===== config.mk =====
export PLATFORM = sky130hd
export DESIGN_NAME = intr_cause_unit
export DESIGN_NICKNAME = d
export VERILOG_FILES = /design/src/rtl/intr_cause_pkg.sv /design/src/rtl/icu_access_decode.sv /design/src/rtl/icu_clear_policy.sv /design/src/rtl/icu_reg_bank.sv /design/src/rtl/intr_cause_unit.sv
export SDC_FILE = /design/constraint.sdc
export NUM_CORES = 1
export LEC_CHECK = 0
export BUFFER_PORTS_ARGS = -buffer_cell sky130_fd_sc_hd__buf_2
export CAP_MARGIN = 20
export CORE_ASPECT_RATIO = 1.1
export CORE_MARGIN = 8
export CORE_UTILIZATION = 45
export DETAILED_ROUTE_END_ITERATION = 12
export PLACE_DENSITY = 0.66
export SYNTH_ARGS = -nofsm -noshare
export SYNTH_HDL_FRONTEND = slang
export SYNTH_SLANG_ARGS = --single-unit

===== constraint.sdc =====
create_clock -name clk -period 2.7 [get_ports clk]
set_input_delay 0.27 -clock clk [delete_from_list [all_inputs] [get_ports clk]]
set_output_delay 0.27 -clock clk [all_outputs]
set_load 0.02 [all_outputs]

===== src/rtl/intr_cause_pkg.sv =====
package intr_cause_pkg;
    localparam int ADDR_W = 3;
    localparam int CTL_W  = 2;
    localparam int CTL_CLR_ALL = 0;
    localparam int CTL_MULTIVEC = 1;

    localparam logic [ADDR_W-1:0] A_CAUSE = 3'd0;
    localparam logic [ADDR_W-1:0] A_MSET  = 3'd1;
    localparam logic [ADDR_W-1:0] A_MCLR  = 3'd2;
    localparam logic [ADDR_W-1:0] A_AMASK = 3'd3;
    localparam logic [ADDR_W-1:0] A_CTL   = 3'd4;

    typedef enum logic [2:0] {
        ACC_IDLE,
        ACC_CAUSE_RD,
        ACC_CAUSE_WR,
        ACC_MSET_WR,
        ACC_MCLR_WR,
        ACC_AMASK_WR,
        ACC_CTL_WR,
        ACC_REG_RD
    } acc_kind_e;
endpackage


===== src/rtl/icu_access_decode.sv =====
module icu_access_decode
    import intr_cause_pkg::*;
(
    input  logic              wr_en,
    input  logic              rd_en,
    input  logic [ADDR_W-1:0] addr,
    output acc_kind_e         kind
);
    always_comb begin
        kind = ACC_IDLE;
        if (wr_en) begin
            unique case (addr)
                A_CAUSE: kind = ACC_CAUSE_WR;
                A_MSET:  kind = ACC_MSET_WR;
                A_MCLR:  kind = ACC_MCLR_WR;
                A_AMASK: kind = ACC_AMASK_WR;
                A_CTL:   kind = ACC_CTL_WR;
                default: kind = ACC_IDLE;
            endcase
        end else if (rd_en) begin
            kind = (addr == A_CAUSE) ? ACC_CAUSE_RD : ACC_REG_RD;
        end
    end
endmodule


===== src/rtl/icu_clear_policy.sv =====
module icu_clear_policy
    import intr_cause_pkg::*;
#(
    parameter int DATA_W = 32,
    localparam int CAUSE_W = DATA_W - 1
) (
    input  logic [CAUSE_W-1:0] cause_q,
    input  logic [DATA_W-1:0]  mask_q,
    input  logic [CTL_W-1:0]   ctl_q,
    output logic               summary,
    output logic               clr_cause,
    output logic               do_automask
);
    logic mask_empty;

    always_comb begin
        summary    = |(cause_q & mask_q[CAUSE_W-1:0]);
        mask_empty = (mask_q == '0);
        if (ctl_q[CTL_CLR_ALL]) begin
            clr_cause   = 1'b1;
            do_automask = 1'b1;
        end else begin
            clr_cause   = summary || mask_empty || !ctl_q[CTL_MULTIVEC];
            do_automask = !mask_empty && summary;
        end
    end
endmodule


===== src/rtl/icu_reg_bank.sv =====
module icu_reg_bank
    import intr_cause_pkg::*;
#(
    parameter int DATA_W = 32,
    localparam int CAUSE_W = DATA_W - 1
) (
    input  logic               clk,
    input  logic               rst_n,
    input  acc_kind_e          kind,
    input  logic [ADDR_W-1:0]  addr,
    input  logic [DATA_W-1:0]  wdata,
    input  logic [CAUSE_W-1:0] evt_i,
    input  logic               summary,
    input  logic               clr_cause,
    input  logic               do_automask,
    output logic [CAUSE_W-1:0] cause_q,
    output logic [DATA_W-1:0]  mask_q,
    output logic [DATA_W-1:0]  amask_q,
    output logic [CTL_W-1:0]   ctl_q,
    output logic [DATA_W-1:0]  rdata,
    output logic               irq_o
);
    logic [CAUSE_W-1:0] cause_n;
    logic [DATA_W-1:0]  mask_n;
    logic [DATA_W-1:0]  amask_n;
    logic [CTL_W-1:0]   ctl_n;
    logic [DATA_W-1:0]  rd_word;
    logic               rd_load;

    always_comb begin
        cause_n = cause_q;
        mask_n  = mask_q;
        amask_n = amask_q;
        ctl_n   = ctl_q;
        unique case (kind)
            ACC_CAUSE_RD: begin
                if (clr_cause)   cause_n = '0;
                if (do_automask) mask_n  = mask_q & ~amask_q;
            end
            ACC_CAUSE_WR: cause_n = cause_q & ~wdata[CAUSE_W-1:0];
            ACC_MSET_WR:  mask_n  = mask_q | wdata;
            ACC_MCLR_WR:  mask_n  = mask_q & ~wdata;
            ACC_AMASK_WR: amask_n = wdata;
            ACC_CTL_WR:   ctl_n   = wdata[CTL_W-1:0];
            default: ;
        endcase
        cause_n = cause_n | evt_i;
    end

    always_comb begin
        rd_load = (kind == ACC_CAUSE_RD) || (kind == ACC_REG_RD);
        unique case (addr)
            A_CAUSE:        rd_word = {summary, cause_q};
            A_MSET, A_MCLR: rd_word = mask_q;
            A_AMASK:        rd_word = amask_q;
            A_CTL:          rd_word = {{(DATA_W-CTL_W){1'b0}}, ctl_q};
            default:        rd_word = '0;
        endcase
    end

    always_ff @(posedge clk) begin
        if (!rst_n) begin
            cause_q <= '0;
            mask_q  <= '0;
            amask_q <= '0;
            ctl_q   <= '0;
            rdata   <= '0;
            irq_o   <= 1'b0;
        end else begin
            cause_q <= cause_n;
            mask_q  <= mask_n;
            amask_q <= amask_n;
            ctl_q   <= ctl_n;
            if (rd_load) rdata <= rd_word;
            irq_o   <= |(cause_q & mask_q[CAUSE_W-1:0]);
        end
    end
endmodule


===== src/rtl/intr_cause_unit.sv =====
module intr_cause_unit
    import intr_cause_pkg::*;
#(
    parameter int DATA_W = 32,
    localparam int CAUSE_W = DATA_W - 1
) (
    input  logic               clk,
    input  logic               rst_n,
    input  logic [CAUSE_W-1:0] evt_i,
    input  logic               wr_en,
    input  logic               rd_en,
    input  logic [ADDR_W-1:0]  addr,
    input  logic [DATA_W-1:0]  wdata,
    output logic [DATA_W-1:0]  rdata,
    output logic               irq_o
);
    acc_kind_e          kind;
    logic [CAUSE_W-1:0] cause_q;
    logic [DATA_W-1:0]  mask_q;
    logic [DATA_W-1:0]  amask_q;
    logic [CTL_W-1:0]   ctl_q;
    logic               summary;
    logic               clr_cause;
    logic               do_automask;

    icu_access_decode u_dec (
        .wr_en (wr_en),
        .rd_en (rd_en),
        .addr  (addr),
        .kind  (kind)
    );

    icu_clear_policy #(.DATA_W(DATA_W)) u_pol (
        .cause_q     (cause_q),
        .mask_q      (mask_q),
        .ctl_q       (ctl_q),
        .summary     (summary),
        .clr_cause   (clr_cause),
        .do_automask (do_automask)
    );

    icu_reg_bank #(.DATA_W(DATA_W)) u_bank (
        .clk         (clk),
        .rst_n       (rst_n),
        .kind        (kind),
        .addr        (addr),
        .wdata       (wdata),
        .evt_i       (evt_i),
        .summary     (summary),
        .clr_cause   (clr_cause),
        .do_automask (do_automask),
        .cause_q     (cause_q),
        .mask_q      (mask_q),
        .amask_q     (amask_q),
        .ctl_q       (ctl_q),
        .rdata       (rdata),
        .irq_o       (irq_o)
    );
endmodule


==> results of run 1 <==
## layer usage
metal | up-vias | wire (um) | track usage [%]
li1 | 2782 | - | -
met1 | 2674 | 7720 | 25.8
met2 | 239 | 9210 | 36.2
met3 | 29 | 1470 | 4.88
met4 | 0 | 359 | 9.22
met5 | - | 0 | 0
## final timing paths
kind / start / end / slack, ns / cells after the start
worst min-delay path: evt_i[24] / u_bank.cause_q[24] / 0.06 / 3
worst max-delay path: u_bank.cause_q[3] / u_bank.mask_q[12] / 0.81 / 6
worst min register to register: u_bank.amask_q[1] / u_bank.mask_q[1] / 0.47 / 1
worst max register to register: u_bank.cause_q[3] / u_bank.mask_q[12] / 0.81 / 6
## registers in the layout, indices dropped and copies added (netlist names)
register        cells
u_bank.cause_q     31
u_bank.irq_o        1
u_bank.amask_q     32
u_bank.ctl_q        2
u_bank.rdata       32
u_bank.mask_q      32
## kinds of logic after synthesis
family | count (synthesis) | share of synthesized area [%]
muxes | 3 | 0.491
and+or+nand+nor | 195 | 13.5
buffers and inverters | 93 | 6.92
AOI/OAI and AO/OA | 304 | 36.4
DFF | 130 | 42.6
xor gates and xnor gates | 1 | 0.143
## worst register-to-register path: stages, from the launching register on
cell and delay (ns):
dfxtp_1 0.34, a22o_1 0.29, a221oi_2 0.21, and4_1 0.33, a31oi_4 0.10, buf_4 0.27, a211oi_2 0.27
## cell usage in the layout, fill, tap and decap left out, drive strengths merged
cell type	Yosys	routed
bufinv	0	5
nor4bb	2	2
clkinvlp	0	5
inv	32	32
nor4	9	9
a21o	1	1
o211ai	2	2
a22o	7	7
xnor2	1	1
or4b	1	1
a211oi	32	32
a222oi	30	30
a21boi	32	32
buf	27	121
a22oi	1	1
a31oi	1	1
clkinv	0	4
nor3	4	4
and4	2	2
and3b	1	1
nand4b	1	1
nor2	34	34
a21oi	65	65
nand2	132	132
and2	3	3
o21ai	124	124
clkbuf	34	18
a221oi	9	9
dfxtp	130	130
nand4	2	2
nor2b	3	3
mux2i	3	3
and3	1	1
## power by group through the flow
stage          sequential (uW)  clock [uW]  combinational, uW
6_report                  2090        2530                513
5_1_grt                   2100        2640                567
4_1_cts                   2090        2550                513
3_5_place_dp              2130           0                510
3_3_place_gp              2120           0                498
2_1_floorplan             2140           0                292
## final cells by class
class,count,area (sq um)
sequential,130,2600
clock buffer,18,439
timing repair buffer,121,668
multi-input combinational,503,3120
fill,1206,5850
inverter,32,120
clock inverter,14,211
tap,161,201
## metrics by stage
step / hold slack, ns / instance area, sq um / total power (uW)
final: 0.0593 / 7370 / 5130
after global routing: 0.0661 / 7370 / 5300
after CTS: 0.0506 / 7370 / 5150
after detailed placement: 0.464 / 6720 / 2640
after global placement: 0.446 / 6720 / 2620
after floorplan: 0.404 / 6110 / 2430
==> metrics.txt, run 1 <==
power density over the cells 696 nW/um^2; Least-Margin Pin Slew 0.629 ns; most frequent cells after synthesis nand2_1, dfxtp_1, a21oi_1, o21ai_1; PortBufs 102; # DRC 0; Flop pwr share 40.7%; fmax 0.528 GHz; Int Pwr 3850 uW; Post-CTS Setup Bufs 0; num rows 44; dpl ws 0.687 ns; number of global-route vias before repair 5,844; Area Growth Syn to Fin 20.5%; DR iter-0 viols 576; setup tns final 0 ns; clk_skew 0.00722 ns; final hold violation count 0; NetSw 1270 uW; Critical Path End Type register; Seq/Total Area, Yosys 42.6%; clk slew on worst S/H paths 0.06 ns; Placed Cells 947; crit path cell chain a22o_1 -> a221oi_2 -> and4_1 -> a31oi_4 -> buf_4 -> a211oi_2; number of max-cap violations 0; final period demand of the worst path 1.89 ns; CP max stage delay 0.34 ns; GPL Wtd Cong 0.841; Leakage 0.00291 uW; Initial Utilization 46.3%; Async SR Flop Fraction 0%; Synth warnings 0; CP bufs+invs 1; GRT Total Usage 21.6%; Mapped Area 6110 sq um; # IOs 103; Slew headroom 58.0%; startpoint types register; largest net degree at the start of global routing 56; Max VDD drop 0.359 mV; RSZ-0062 raised after global routing no; Yosys top cell by area dfxtp_1; worst hold path class in -> reg; CTS Buf Count 17; status finished clean; Die W 127 um; final worst setup slack 0.805 ns; H-tree levels 4; grt total ovfl 0; initial antenna violation count 0; most frequent cell after synthesis nand2_1; Crit Path Class reg -> reg; CORE AREA 13,200 sq um; Layout Cells excl Fill 979; Worst Path Arrival 2.24 ns; Via density 5.85; Yosys cell types 38; layout cells sized above 1 27.8%; clk buf depth 2; Synth Register Bits 130; Crit path max-delay family compound AO/OA/AOI/OAI gates; CTS Hold Buffers Added 0; die area 17,600 sq um; Initial DRT Pass Iterations 6; combinational share of power 10.0%; first-pass GRT wire length 30.4 mm; Core Util, Final 55.7%; clock share of power 49.3%; Slowest-stage cell, CP dfxtp_1; switching share of power 24.9%; final slew viol count 0; WP data required 3.04 ns; Clock Root Buffer clkbuf_16; Main synth FF type dfxtp_1; Die Span Y 138 um; post-CTS sizing 0; Avg Cell Area, Syn 8.42 sq um; Post-synth EDFFs 0; Synth top area share 42.6%; worst skew pair latency 0.43 ns; HPWL Detailed 12.9 mm; final worst path period share 70.2%; WL/cell 19.2 um; Max FO, Critical Path 22; n_diodes 0; synth top area cells dfxtp_1, nand2_1, a211oi_2, a21oi_1, o21ai_1; Synth Net Count 796; Sink Count 130; final net count 875; vias post-DR 5,724; Setup violations, final 0; Final Routed Wirelength 18.8 mm; post-synthesis instance total 726; Final ANT Viol Nets 0; CTS tree built
(Power assumes the default switching activity.)
==> run 2: changes to the inputs <==
--- a/config.mk
+++ b/config.mk
@@ -5,13 +5,14 @@
 export SDC_FILE = /design/constraint.sdc
 export NUM_CORES = 1
 export LEC_CHECK = 0
+export ABC_AREA = 1
 export BUFFER_PORTS_ARGS = -buffer_cell sky130_fd_sc_hd__buf_2
 export CAP_MARGIN = 20
 export CORE_ASPECT_RATIO = 1.1
 export CORE_MARGIN = 8
 export CORE_UTILIZATION = 45
 export DETAILED_ROUTE_END_ITERATION = 12
-export PLACE_DENSITY = 0.66
+export PLACE_DENSITY = 0.65
 export SYNTH_ARGS = -nofsm -noshare
 export SYNTH_HDL_FRONTEND = slang
 export SYNTH_SLANG_ARGS = --single-unit
==> constraint.sdc (replaced) <==
create_clock -name clk -period 1.8 [get_ports clk]
set_input_delay 0.18 -clock clk [delete_from_list [all_inputs] [get_ports clk]]
set_output_delay 0.18 -clock clk [all_outputs]
set_load 0.02 [all_outputs]
==> run 2 against run 1 <==
Compared with the run above:
- core utilization increased by 0.70 points
- register-to-register slack worse by 0.64 ns
- final area increased by 15%
- synthesized cell count is 36% higher
- setup slack got worse by 0.64 ns
- highest routed layer unchanged
- largest cell class unchanged
- synthesized area is 13% higher
- via count is 17% higher
- sequential power grew 49%
- global-route usage is 0.51 points lower
- die area grew 11%
==> metrics.txt, run 2 <==
status finished clean; fillcell total 1,426 (+18%); Worst Path Arrival 1.98 ns (-0.26 ns); CORE AREA 15,000 sq um (+13%); Avg Cell Area, Syn 7.00 sq um (-17%); GRT Total Usage 21.1% (-0.51 points); most common cell after layout, fill and taps aside nand2_1; worst hold path class in -> reg; Initial Utilization 45.9% (-0.32 points); WL/cell 15.8 um (-18%); Synth Net Count 1,054 (+32%); post-synthesis mux area share 0% (-0.49 points); most frequent cells after synthesis nand2_1, inv_1, dfxtp_1, nor2_1, o21ai_0; die area 19,500 sq um (+11%); first-pass GRT wire length 33.4 mm (+10%); CTS Hold Buffers Added 0 (unchanged); Yosys top cell by area dfxtp_1; final worst path period share 90.6% (+20 points); Synth warnings 0 (unchanged); Area Growth Syn to Fin 22.8%; post-synthesis instance total 984 (+36%); grt total ovfl 0 (unchanged); clk buf depth 2 (unchanged); CP most frequent cell nand2_1; compound-cell area share of the yosys netlist 26.6% (-9.8 points); num rows 47 (+6.8%); CTS tree built; Setup violations, final 0 (unchanged); Slew headroom 64.9% (+6.8 points); vias post-DR 6,682 (+17%); startpoint types register; number of max-cap violations 0 (unchanged); Max FO, Critical Path 18 (-18%); # IOs 103 (unchanged); Die W 134 um (+5.4%); Least-Margin Pin Slew 0.526 ns (-0.103 ns); Leakage 0.00395 uW (+36%); Critical Path End Type register; fmax 0.613 GHz (+16%); Die Span Y 146 um (+5.5%); RSZ-0062 raised after global routing no; Power Total 8380 uW (+64%); clk_skew 0.00749 ns (+0.000266 ns); Async SR Flop Fraction 0% (unchanged); biggest regs u_bank.amask_q (32), u_bank.mask_q (32), u_bank.rdata (32); Clock Root Buffer clkbuf_16; WP data required 2.15 ns (-0.89 ns); largest net degree at the start of global routing 64 (+14%); Sink Count 130 (unchanged); Via density 5.18 (-11%); Main synth FF type dfxtp_1; PortBufs 102 (unchanged); synth top area cells dfxtp_1, nand2_1, inv_1, nor2_1, o21ai_0; Max VDD drop 0.605 mV (+69%); Post-synth EDFFs 0 (unchanged); highest-count cells in the layout ignoring fill and taps nand2_1, inv_1, dfxtp_1; CP max stage delay 0.33 ns (about the same); area of the multi-input gates 3360 sq um (+7.6%); Synth Register Bits 130 (unchanged); Initial DRT Pass Iterations 5 (-1); final period demand of the worst path 1.63 ns (-0.263 ns); Crit path max-delay family simple AND/OR/NAND/NOR gates; initial antenna violation count 1 (+1); Seq/Total Area, Yosys 37.8% (-4.8 points); HPWL Detailed 13.4 mm (+4.3%); power density over the cells 991 nW/um^2 (+42%); setup tns final 0 ns (unchanged); most frequent cell after synthesis nand2_1; Mapped Area 6890 sq um (+13%); final slew viol count 0 (unchanged); Crit Path Class reg -> reg; CTS Buf Count 17 (unchanged); final net count 1,150 (+31%); clk slew on worst S/H paths 0.06 ns (about the same); H-tree levels 4 (unchanged); combinational family with the most area after synthesis compound AO/OA/AOI/OAI gates; worst skew pair latency 0.42 ns (about the same); # DRC 0 (unchanged); number of global-route vias before repair 6,568 (+12%); Yosys cell types 33 (-13%); Final ANT Viol Nets 0 (unchanged); GPL Wtd Cong 0.817 (-2.8%); DR iter-0 viols 526 (-8.7%); Final Routed Wirelength 20.3 mm (+8.4%); Slowest-stage cell, CP dfxtp_1; Synth Area in Adders 0% (unchanged); simple-gate share of the synthesized area 22.1% (+8.6 points); FF+latch area 2600 sq um (unchanged); Synth top area share 37.8% (-4.8 points); CP bufs+invs 2 (+1); final hold violation count 0 (unchanged); crit path cell chain nand2_1 -> nand2_1 -> inv_1 -> nand2_1 -> nor2_1 -> nand2_1 -> nor2_2 -> nand2_1 -> nand2_2 -> nand3_4 -> buf_12 -> a21oi_2; post-synthesis xor/xnor area fraction 0% (-0.14 points); layout cells sized above 1 21.1% (-6.6 points)
==> run 2: layout make-up <==
type / instances / share of cell area [%]
clock inverter: 8 / 2.59
multi-input combinational: 646 / 39.7
tap: 196 / 2.90
sequential: 130 / 30.7
timing repair buffer: 137 / 11.5
clock buffer: 24 / 5.93
antenna: 1 / 0.0296
inverter: 148 / 6.62
==> run 2: timing repair <==
action,in CTS,in global routing
gates resized for setup,0,1
setup endpoints to repair,0,34
buffers inserted,0,0
==> run 2: per-stage QoR <==
stage	hold slack [ns]	setup WS (ns)	area, sq um	util, %	cells
after floorplan	0.315	0.396	6890	-	984
after global placement	0.442	0.113	7740	51.6	1257
after detailed placement	0.455	0.0793	7740	51.6	1257
after CTS	0.0164	0.119	8460	56.4	1289
after global routing	0.0482	0.00658	8460	56.4	1290
final	0.0330	0.168	8460	56.4	1290
==> run 2: final timing paths <==
check | from | end | slack (ns) | cells past startpoint
setup / recovery | u_bank.cause_q[23] | u_bank.mask_q[30] | 0.17 | 12
hold / removal | wdata[31] | u_bank.amask_q[31] | 0.03 | 3
setup reg to reg | u_bank.cause_q[23] | u_bank.mask_q[30] | 0.17 | 12
hold reg to reg | u_bank.ctl_q[1] | u_bank.ctl_q[1] | 0.48 | 2
==> run 2: worst min-delay path: cells and delay by family <==
kind,cells,cell delay [ns]
AND/OR/NAND/NOR,2,0.13
buffers and inverters,1,0.10
==> run 2: where the power goes <==
part           internal, uW  switching, uW
registers              3020           96.0
clock network          2930           1280
logic                   405            659
total                  6350           2030
==> run 2: cell families (layout without fill, tap and decap cells) <==
family	Yosys count	count (layout)
flip-flops	130	130
other	0	1
AND/OR/NAND/NOR	355	355
buffers and inverters	208	317
AO/OA/AOI/OAI	291	291
==> run 2: routing by layer <==
metal  part of all wire (%)  global-route usage, %
met5                      0                      0
met4                    2.2                   7.98
met3                    5.9                   4.35
met2                     47                   35.2
met1                     45                   25.9
==> run 3: changes to the inputs <==
--- a/config.mk
+++ b/config.mk
@@ -8,7 +8,7 @@
 export ABC_AREA = 1
 export BUFFER_PORTS_ARGS = -buffer_cell sky130_fd_sc_hd__buf_2
 export CAP_MARGIN = 20
-export CORE_ASPECT_RATIO = 1.1
+export CORE_ASPECT_RATIO = 0.8
 export CORE_MARGIN = 8
 export CORE_UTILIZATION = 45
 export DETAILED_ROUTE_END_ITERATION = 12
==> run 3 against run 2 <==
Compared with the run above:
- sequential power is essentially flat
- clock power decreased by 9.0%
- sequential share of layout area is 0.44 points higher
- critical endpoint is now u_bank.cause_q[15]
- clock skew increased by 0.0025 ns
- die area increased by 0.10%
- via count is 1.9% higher
- critical path type unchanged
- highest routed layer unchanged
==> metrics.txt, run 3 (synthesized netlist as in run 2, its figures left out) <==
Least-Margin Pin Slew 0.544 ns (+0.0178 ns); Sink Count 130 (unchanged); number of max-cap violations 0 (unchanged); power density over the cells 959 nW/um^2 (-3.2%); final worst setup slack 0.117 ns (-0.0514 ns); Final Routed Wirelength 21.1 mm (+3.8%); worst hold path class in -> reg; Area Growth Syn to Fin 21.1%; status finished clean; Initial DRT Pass Iterations 5 (unchanged); clk buf depth 2 (unchanged); WHS 0.0369 ns (+0.00393 ns); reg2reg setup slack 0.12 ns (-0.05 ns); dpl ws 0.102 ns (+0.0230 ns); num rows 40 (-15%); H-tree levels 4 (unchanged); Initial Utilization 45.9% (-0.057 points); largest net degree at the start of global routing 64 (unchanged); layout cells sized above 1 21.5% (+0.41 points); fillcell total 1,467 (+2.9%); RSZ-0062 raised after global routing no; highest-count cells in the layout ignoring fill and taps nand2_1, inv_1, dfxtp_1; FF+latch area 2600 sq um (unchanged); clk slew on worst S/H paths 0.06 ns (about the same); # DRC 0 (unchanged); CP Launch Point u_bank.cause_q[21]; Layout Cells excl Fill 1,280 (-0.78%); Clock Root Buffer clkbuf_16; final worst path period share 93.5% (+2.9 points); Final ANT Viol Nets 0 (unchanged); setup tns final 0 ns (unchanged); CORE AREA 15,000 sq um (+0.13%); n_diodes 0 (-1); vias post-DR 6,812 (+1.9%); final slew viol count 0 (unchanged); initial antenna violation count 0 (-1); final period demand of the worst path 1.68 ns (+0.0514 ns); DR iter-0 viols 599 (+14%); reg-to-reg critical path startpoint u_bank.cause_q[21]; area of the multi-input gates 3380 sq um (+0.48%); Reg2Reg Depth 12 (unchanged); grt total ovfl 0 (unchanged); Max VDD drop 0.665 mV (+9.9%); WL/cell 16.5 um (+4.6%); startpoint types register; Setup violations, final 0 (unchanged); PortBufs 102 (unchanged); worst skew pair latency 0.42 ns (about the same); CTS tree built; fmax 0.594 GHz (-3.1%); HPWL Detailed 13.6 mm (+1.0%); WP data required 2.14 ns (about the same); # IOs 103 (unchanged); final net count 1,148 (-0.17%); Die Span Y 127 um (-13%); Slew headroom 63.7% (-1.2 points); RR Endpoint u_bank.cause_q[15]; Critical Path End Type register; clk_skew 0.00994 ns (+0.00245 ns); CTS Buf Count 17 (unchanged); Crit Path Class reg -> reg; Max FO, Critical Path 10 (-8); Placed Cells 1,247 (-0.80%); final hold violation count 0 (unchanged); CTS Hold Buffers Added 0 (unchanged); first-pass GRT wire length 34.1 mm (+2.0%); Worst Path Arrival 2.02 ns (+0.04 ns); GPL Wtd Cong 0.829 (+1.5%); most common cell after layout, fill and taps aside nand2_1; Area after DPL 7640 sq um (-1.2%); biggest regs u_bank.amask_q (32), u_bank.mask_q (32), u_bank.rdata (32); Via density 5.32 (+2.7%); GRT Total Usage 21.7% (+0.60 points); Die W 154 um (+15%); design area 8350 sq um (-1.4%); Leakage 0.00390 uW (-1.4%); Worst setup endpoint u_bank.cause_q[15]; number of global-route vias before repair 6,564 (-0.061%); die area 19,600 sq um (+0.10%)
-- run 3: cell types whose count changed in the layout (fill, tap and decap cells not counted), sizes merged --
cell,before,now
clkinvlp,0,4
clkinv,3,5
bufinv,7,4
diode,1,0
clkbuf,24,22
buf,137,134
-- run 3: worst max-delay path, cell delays in order, from the launching register on --
cell     delay [ns]
dfxtp_1        0.34
nand2_1        0.08
nand2_1        0.06
inv_1          0.05
nand2_1        0.06
nor2_2         0.15
nand2_1        0.09
nor2_2         0.14
nand2_1        0.10
nand2_4        0.12
buf_12         0.15
nand3_1        0.08
a21oi_1        0.16
-- run 3: metal layers --
metal	routed length (um)	up-vias	global-route usage (%)
met2	9110	302	33.0
met4	161	0	5.87
met3	1910	14	5.70
li1	-	3398	-
met1	9920	3098	29.6
met5	0	-	0
-- run 3: power by group --
group / switching, uW / leakage [uW] / internal, uW
Combinational: 669 / 0.00253 / 390
Clock: 1350 / 0.000308 / 2470
Sequential: 101 / 0.00107 / 3020
-- run 3: area by class of cell --
type                            instances  share of cell area [%]
Clock buffer                           21                    5.76
Multi-Input combinational cell        646                    40.4
Inverter                              148                    6.72
Sequential cell                       130                    31.2
Clock inverter                         11                    2.11
Tap cell                              189                    2.83
Timing Repair Buffer                  135                    10.9
-- run 3: repair_timing --
action	CTS	global route
buffers inserted	0	0
setup endpoints to repair	0	33
resized for setup	0	6
-- run 3: how the worst min path moves through the flow --
stage          depth (start not counted)                  to            start  slack (ns)
2_1_floorplan                          2  u_bank.amask_q[30]        wdata[30]        0.31
3_3_place_gp                           2     u_bank.ctl_q[1]  u_bank.ctl_q[1]        0.45
3_5_place_dp                           3  u_bank.amask_q[31]        wdata[31]        0.46
4_1_cts                                3  u_bank.amask_q[31]        wdata[31]        0.02
5_1_grt                                3  u_bank.amask_q[26]        wdata[26]        0.04
6_report                               3  u_bank.amask_q[31]        wdata[31]        0.04
-- run 3: per-stage QoR --
step	total power, uW	util (%)
after global placement	4200	50.9
after floorplan	3830	-
after detailed placement	4210	50.9
after CTS	8010	55.3
final	8000	55.6
after global routing	8300	55.6
